`src/rtl/fwd_pkg.sv`:
```
package fwd_pkg;
    parameter int XLEN     = 64;
    parameter int NREGS    = 32;
    parameter int NUM_OPND = 2;
    localparam int REG_AW  = $clog2(NREGS);

    typedef logic [REG_AW-1:0] reg_idx_t;
    typedef logic [XLEN-1:0]   word_t;

    typedef enum logic [1:0] {
        SEL_RF    = 2'b00,
        SEL_MEMWB = 2'b01,
        SEL_EXMEM = 2'b10
    } fwd_sel_e;

    typedef struct packed {
        logic     we;
        reg_idx_t dst;
        word_t    val;
    } producer_t;

    function automatic logic qualifies(input producer_t p, input reg_idx_t src);
        return p.we && (p.dst != '0) && (p.dst == src);
    endfunction
endpackage

```
`src/rtl/fwd_select.sv`:
```
module fwd_select
    import fwd_pkg::*;
(
    input  reg_idx_t  src,
    input  producer_t near_p,
    input  producer_t far_p,
    output fwd_sel_e  sel
);
    logic near_hit, far_hit;

    always_comb begin
        near_hit = qualifies(near_p, src);
        far_hit  = qualifies(far_p, src);
        if (near_hit)     sel = SEL_EXMEM;
        else if (far_hit) sel = SEL_MEMWB;
        else              sel = SEL_RF;
    end

    always_comb begin
        if (!near_p.we && !far_p.we)
            assert_no_writer_R5: assert (sel == SEL_RF)
                else $error("R5: select %b with no writer", sel);
        if (src == '0)
            assert_zero_src_R6: assert (sel == SEL_RF)
                else $error("R6: register zero forwarded, select %b", sel);
    end
endmodule

```
`src/rtl/fwd_operand_mux.sv`:
```
module fwd_operand_mux
    import fwd_pkg::*;
(
    input  fwd_sel_e sel,
    input  word_t    rf_val,
    input  word_t    near_val,
    input  word_t    far_val,
    output word_t    y
);
    always_comb begin
        unique case (sel)
            SEL_EXMEM: y = near_val;
            SEL_MEMWB: y = far_val;
            default:   y = rf_val;
        endcase
    end

    always_comb begin
        if (sel == SEL_EXMEM)
            assert_pick_near_R2: assert (y == near_val)
                else $error("R2: operand mismatch on near path");
        if (sel == SEL_MEMWB)
            assert_pick_far_R3: assert (y == far_val)
                else $error("R3: operand mismatch on far path");
    end
endmodule

```
`src/rtl/fwd_unit.sv`:
```
module fwd_unit
    import fwd_pkg::*;
(
    input  logic [REG_AW-1:0] ex_src_a,
    input  logic [REG_AW-1:0] ex_src_b,
    input  logic [XLEN-1:0]   rf_val_a,
    input  logic [XLEN-1:0]   rf_val_b,
    input  logic              em_we,
    input  logic [REG_AW-1:0] em_dst,
    input  logic [XLEN-1:0]   em_alu,
    input  logic              mw_we,
    input  logic [REG_AW-1:0] mw_dst,
    input  logic [XLEN-1:0]   mw_val,
    output logic [1:0]        sel_a,
    output logic [1:0]        sel_b,
    output logic [XLEN-1:0]   opnd_a,
    output logic [XLEN-1:0]   opnd_b
);
    producer_t em_p, mw_p;
    reg_idx_t  src_w [NUM_OPND];
    word_t     rf_w  [NUM_OPND];
    fwd_sel_e  sel_w [NUM_OPND];
    word_t     op_w  [NUM_OPND];

    assign em_p     = '{we: em_we, dst: em_dst, val: em_alu};
    assign mw_p     = '{we: mw_we, dst: mw_dst, val: mw_val};
    assign src_w[0] = ex_src_a;
    assign src_w[1] = ex_src_b;
    assign rf_w[0]  = rf_val_a;
    assign rf_w[1]  = rf_val_b;

    for (genvar g = 0; g < NUM_OPND; g++) begin : g_opnd
        fwd_select u_sel (
            .src    (src_w[g]),
            .near_p (em_p),
            .far_p  (mw_p),
            .sel    (sel_w[g])
        );
        fwd_operand_mux u_mux (
            .sel      (sel_w[g]),
            .rf_val   (rf_w[g]),
            .near_val (em_p.val),
            .far_val  (mw_p.val),
            .y        (op_w[g])
        );
    end

    assign sel_a  = sel_w[0];
    assign sel_b  = sel_w[1];
    assign opnd_a = op_w[0];
    assign opnd_b = op_w[1];

    always_comb begin
        if (em_we && mw_we && em_dst == mw_dst && em_dst != '0 && em_dst == ex_src_a)
            assert_newest_R4: assert (sel_a == 2'b10 && opnd_a == em_alu)
                else $error("R4: older producer won on operand a");
        assert_no_code3_R9: assert (sel_a != 2'b11 && sel_b != 2'b11)
            else $error("R9: reserved select code driven");
        if (sel_a == 2'b00)
            assert_rf_pass_R1: assert (opnd_a == rf_val_a)
                else $error("R1: operand a not from register file");
    end
endmodule

```
`config.mk`:
```
export PLATFORM = sky130hd
export DESIGN_NAME = fwd_unit
export DESIGN_NICKNAME = d
export VERILOG_FILES = /design/src/rtl/fwd_pkg.sv /design/src/rtl/fwd_select.sv /design/src/rtl/fwd_operand_mux.sv /design/src/rtl/fwd_unit.sv
export SDC_FILE = /design/constraint.sdc
export NUM_CORES = 1
export LEC_CHECK = 0
export BUFFER_PORTS_ARGS = -buffer_cell sky130_fd_sc_hd__buf_2
export CORE_AREA = 2 2 158 160
export DETAILED_ROUTE_END_ITERATION = 8
export DIE_AREA = 0 0 160 162
export RECOVER_POWER = 100
export REMOVE_ABC_BUFFERS = 1
export SETUP_SLACK_MARGIN = 0.3
export SYNTH_ARGS = -nofsm -noshare
export SYNTH_HDL_FRONTEND = slang
export SYNTH_SLANG_ARGS = --single-unit
```
`constraint.sdc`:
```
create_clock -name vclk -period 3.8
set_input_delay 0.38 -clock vclk [all_inputs]
set_output_delay 0.38 -clock vclk [all_outputs]
set_load 0.03 [all_outputs]
```
* Yosys cells after proc, flatten, opt, wreduce, memory -nomap -nowiden
Index checks and enable logic that the tools add are counted.
Word-level totals: bits in registers 0, bits of input ports 278, output and inout port bits 132, logic and storage cells 22
Cells by class: equality and inequality tests 8, mux-type cells 6, reductions and logical operators 8
Operators with widths (count):
- 64-bit one-hot mux with 2 select lines | 2
- 5-bit equality test | 4
- 5-bit nonzero test | 2
- 1-bit logical AND | 6
- 2-bit by 1-bit equality test with 1-bit output, second input constant | 2
- 2-bit equality test, second input constant | 2
- 2-bit 2-to-1 mux | 2
- 1-bit 2-to-1 mux | 2

* Longest topological paths before layout
depth in word-level cells 7, mapped depth 6, mapped depth without buffers 5

* Cells and area by module
A second synthesis with hierarchy kept.
Unflattened totals: cell total of the unflattened synthesis 490, area total of the unflattened synthesis 4108.9 um^2
Modules (own cells, without submodules):
- fwd_operand_mux | instances 2, cells each 224, area an instance 1895.6 um^2
- fwd_select | instances 2, cells each 21, area an instance 158.9 um^2

* Worst setup path before layout
No wires, ideal clock.
path kind in2out, from input mw_dst[0], to output opnd_b[48], arrival 2.075 ns, required time 3.420 ns, setup slack 1.345 ns, stages on the path 6, cell sequence or4_1 > o21ai_2 > buf_4 > buf_4 > o31ai_1 > a31oi_1
On the way: cells in the longest elaborated chain, start to end 7, elaborated cells on any way between the ends 9, those cells by class eq/ne (3); mux (3); reduce/logical (3)
RTL lines:
- from (decl) | line fwd_unit.sv:12 | input logic [REG_AW-1:0] mw_dst,
- 5-bit nonzero test | line fwd_pkg.sv:23 | return p.we && (p.dst != '0) && (p.dst == src);
- 1-bit logical AND | line fwd_pkg.sv:23
- 1-bit logical AND * | line fwd_pkg.sv:23
- 1-bit 2-to-1 mux * | line fwd_select.sv:15 | else if (far_hit) sel = SEL_MEMWB;
- 2-bit 2-to-1 mux * | line fwd_select.sv:14 | if (near_hit) sel = SEL_EXMEM;
- 2-bit by 1-bit equality test with 1-bit output / 2-bit equality test (equally long branches)
- 64-bit one-hot mux with 2 select lines * | line fwd_operand_mux.sv:11 | unique case (sel)
- to (decl) | line fwd_unit.sv:17 | output logic [XLEN-1:0] opnd_b
Every way passes the cells marked *; elsewhere a longest branch is shown, timed or not.

* Final worst setup path
from input em_dst[1], to output opnd_b[8]
On the way: cells in the longest elaborated chain, start to end 6, elaborated cells on any way between the ends 8, those cells by class eq/ne (3); mux (2); reduce/logical (3)
RTL lines:
- from (decl) | line fwd_unit.sv:9 | input logic [REG_AW-1:0] em_dst,
- 5-bit nonzero test
- 1-bit logical AND | line fwd_pkg.sv:23
- 1-bit logical AND * | line fwd_pkg.sv:23
- 2-bit 2-to-1 mux * | line fwd_select.sv:14
- 2-bit by 1-bit equality test with 1-bit output / 2-bit equality test (equally long branches)
- 64-bit one-hot mux with 2 select lines * | line fwd_operand_mux.sv:11
Marks and branches as above.

==> impl_table.tex <==
\begin{tabular}{lr}
\hline
Metric & Value \\
\hline
\multicolumn{2}{l}{\textbf{Global routing}} \\
Vias in the first global route & 7384 \\
Wire length of the first global-routing pass & 42.75 mm \\
Pin count of the biggest net entering global routing & 71 \\
Congestion Overflow GR & 0 \\
Overall routing resource usage & 19.82\% \\
Antenna violations before repair & 4 \\
\multicolumn{2}{l}{\textbf{Logic synthesis}} \\
Average instance area after synthesis & 6.079 µm² \\
Cell variety after synth & 22 \\
Cell taking the most area after synthesis & sky130\_fd\_sc\_hd\_\_o31ai\_1 \\
Fraction of synthesized area in multiplexers & 0\% \\
Fraction of synthesized cell area in xor and xnor cells & under 10\% \\
Main combinational cell family by area after synthesis & compound AO/OA/AOI/OAI gates \\
Top cells by area, synth & sky130\_fd\_sc\_hd\_\_o31ai\_1, sky130\_fd\_sc\_hd\_\_nand4\_1, sky130\_fd\_sc\_hd\_\_a31oi\_1 \\
Arithmetic-cell share of the synthesized area counting full adders, half adders and majority gates & 0\% \\
Area fraction in compound gates after synthesis & 43.75\% \\
Post-Synth Simple-Gate Area & 37.92\% \\
Post-synth top area share & 23.32\% \\
Sequential cell area fraction in the yosys report & 0\% \\
Number of warnings reported in the yosys synthesis log & 0 \\
Synthesized area & 0.004121 mm² \\
Mapped Cells & 678 \\
\multicolumn{2}{l}{\textbf{Detailed routing}} \\
Remaining antenna violation count & 0 \\
Drt pass-1 iters & 8 \\
Post-detailed-route via-to-cell ratio & a little over 6 \\
DR DRC count & 0 \\
Average routed wire per standard cell & 21.64 µm \\
Total number of vias & 8086 \\
Iter 0 DRT Violations & 1654 \\
Final WL & 28.56 mm \\
\multicolumn{2}{l}{\textbf{Placed design}} \\
Number of placed cells counting well taps & between 1000 and 1500 \\
Routability Congestion & roughly 0.89 \\
Count of buffers from port buffering & 410 \\
Post-detailed-placement half-perimeter wirelength & 20.22 mm \\
\multicolumn{2}{l}{\textbf{Timing}} \\
Final hold viol count & 0 \\
Max Fclk & just over 0.3 GHz \\
Total of endpoints with negative setup slack in the final report & 0 \\
Max-slew violation count & 0 \\
Setup repair after global routing missed its margin & false \\
Max-slew headroom & 36.87\% \\
Final period demand of the worst path & $\sim$3.3 ns \\
Worst hold slack & 1.166 ns \\
Fraction of the cycle the final worst path needs & $\sim$87\% \\
Measured slew at the worst slew-check pin & about 0.95 ns \\
\multicolumn{2}{l}{\textbf{Critical path}} \\
Family with the most delay on the worst path & buffers and inverters \\
Category of the worst setup path launch point & input port \\
Slowest stage cell, crit path & sky130\_fd\_sc\_hd\_\_clkbuf\_2 \\
Most used cell, CP & sky130\_fd\_sc\_hd\_\_buf\_2 \\
Worst path cell trace & buf\_2, or4\_4, o211ai\_1, or2\_2, clkbuf\_2, a31oi\_1, buf\_2 \\
CP Data Required Time & about 3.4 ns \\
Buffers plus inverters on the worst setup path & 3 \\
Class of the most critical setup path & input port to output port \\
Arrival @ worst endpoint & 2.91 ns \\
Critical path capture point type & output port \\
Crit Path Max Fanout & 35 \\
Delay contributed by the slowest stage of the critical path & 0.70 ns \\
\multicolumn{2}{l}{\textbf{Run status}} \\
Result of the run & complete, no violations \\
\multicolumn{2}{l}{\textbf{Power and ir drop}} \\
Leak pwr & $\sim$2.0 nW \\
Cell area power density & between 150 and 200 mW/mm² \\
Worst voltage drop across the vdd grid & 0.1065 mV \\
\multicolumn{2}{l}{\textbf{Cells and area}} \\
Filler-free cell count of the finished design & 1320 \\
Register area & 0 µm² \\
Synth-to-Final Area Change & 50.21\% \\
Share of cells above drive strength 1 & $\sim$33\% \\
Top library cells by usage in the layout, fill and taps aside & sky130\_fd\_sc\_hd\_\_buf\_2, sky130\_fd\_sc\_hd\_\_nand4\_1, sky130\_fd\_sc\_hd\_\_o31ai\_1, sky130\_fd\_sc\_hd\_\_nor3\_1, sky130\_fd\_sc\_hd\_\_a31oi\_1 \\
Number of clock buffer instances in the layout & 0 \\
Final net count & 1274 \\
Count of sequential standard cells & 0 \\
Most frequent standard cell in the layout excluding fill and tap cells & sky130\_fd\_sc\_hd\_\_buf\_2 \\
\multicolumn{2}{l}{\textbf{Job}} \\
Count of max-cap constraint violations & 0 \\
\multicolumn{2}{l}{\textbf{Floorplanning}} \\
Full die area & 0.02592 mm² \\
DIE HEIGHT & between 150 and 200 µm \\
Core area & between 0.02 and 0.025 mm² \\
Number of top-level pins & slightly above 400 \\
Initial cell density of the core & between 15 and 20\% \\
Number of core rows & 57 \\
Horizontal extent of the die & 160 µm \\
\multicolumn{2}{l}{\textbf{Min path}} \\
Class of the worst hold path & input port to output port \\
\multicolumn{2}{l}{\textbf{Clocking}} \\
\# resized after CTS & 0 \\
Total setup buffers inserted after CTS & 0 \\
Hold buffer count at CTS & 0 \\
\hline
\end{tabular}
## cells in the mapped netlist (2+ instances only)
master,n
sky130_fd_sc_hd__nand4_1,130
sky130_fd_sc_hd__a31oi_1,128
sky130_fd_sc_hd__nor3_1,128
sky130_fd_sc_hd__o31ai_1,128
sky130_fd_sc_hd__clkbuf_1,55
sky130_fd_sc_hd__buf_2,41
sky130_fd_sc_hd__buf_4,15
sky130_fd_sc_hd__buf_1,13
sky130_fd_sc_hd__xnor2_1,10
sky130_fd_sc_hd__xor2_1,10
sky130_fd_sc_hd__or2_2,3
sky130_fd_sc_hd__inv_1,2
sky130_fd_sc_hd__nor2_1,2
sky130_fd_sc_hd__nor3_2,2
sky130_fd_sc_hd__nor4_2,2
sky130_fd_sc_hd__o211ai_2,2
sky130_fd_sc_hd__or3_1,2
## worst min-delay path, stage by stage
cell and delay (ns):
sky130_fd_sc_hd__buf_2 0.10, sky130_fd_sc_hd__o31ai_1 0.06, sky130_fd_sc_hd__a31oi_1 0.08, sky130_fd_sc_hd__buf_2 0.18
## final cells by class
cell class / instances / area, µm²
tap: 324 / 405.4
multi-input combinational: 552 / 3576
fill: 2849 / 17910
antenna: 2 / 5.005
timing repair buffer: 440 / 2197
inverter: 2 / 7.507
## cell families after synthesis
| family | Yosys count |
|---|---|
| buffers and inverters | 126 |
| xor gates and xnor gates | 20 |
| and+or+nand+nor | 272 |
| AOI/OAI and AO/OA | 260 |
## worst paths after layout
path | start | to | slack [ns] | cells after the start
worst min-delay path | rf_val_a[18] | opnd_a[18] | 1.17 | 4
worst max-delay path | em_dst[1] | opnd_b[8] | 0.51 | 7
## metal layers
layer  track usage [%]  routed length (µm)
met5                 0                   0
met4             5.160                 996
met3             3.805                3649
met2             33.77               13180
met1             25.69               10740
## metrics by stage
stage                     area, µm²  power (mW)  setup slack, ns  TNS, ns  util [%]
after floorplan                3548      0.5450           -1.248  -118.81         -
final                          6191       1.050           0.5074        0     25.68
after CTS                      6381       1.048            1.020        0     26.47
after global placement         6381       1.048            1.021        0     26.47
after global routing           6188       1.096           0.4393        0     25.67
after detailed placement       6381       1.046            1.019        0     26.47
## power by group
part           switching, mW     total, mW  leakage, nW  internal (mW)
sequential                 0             0            0              0
combinational          0.766          1.05         2.04          0.284
clock                      0  0.0000000707    0.0000127   0.0000000707
total                  0.766          1.05         2.04          0.284
Note: power is estimated with default switching activity, not from simulation.
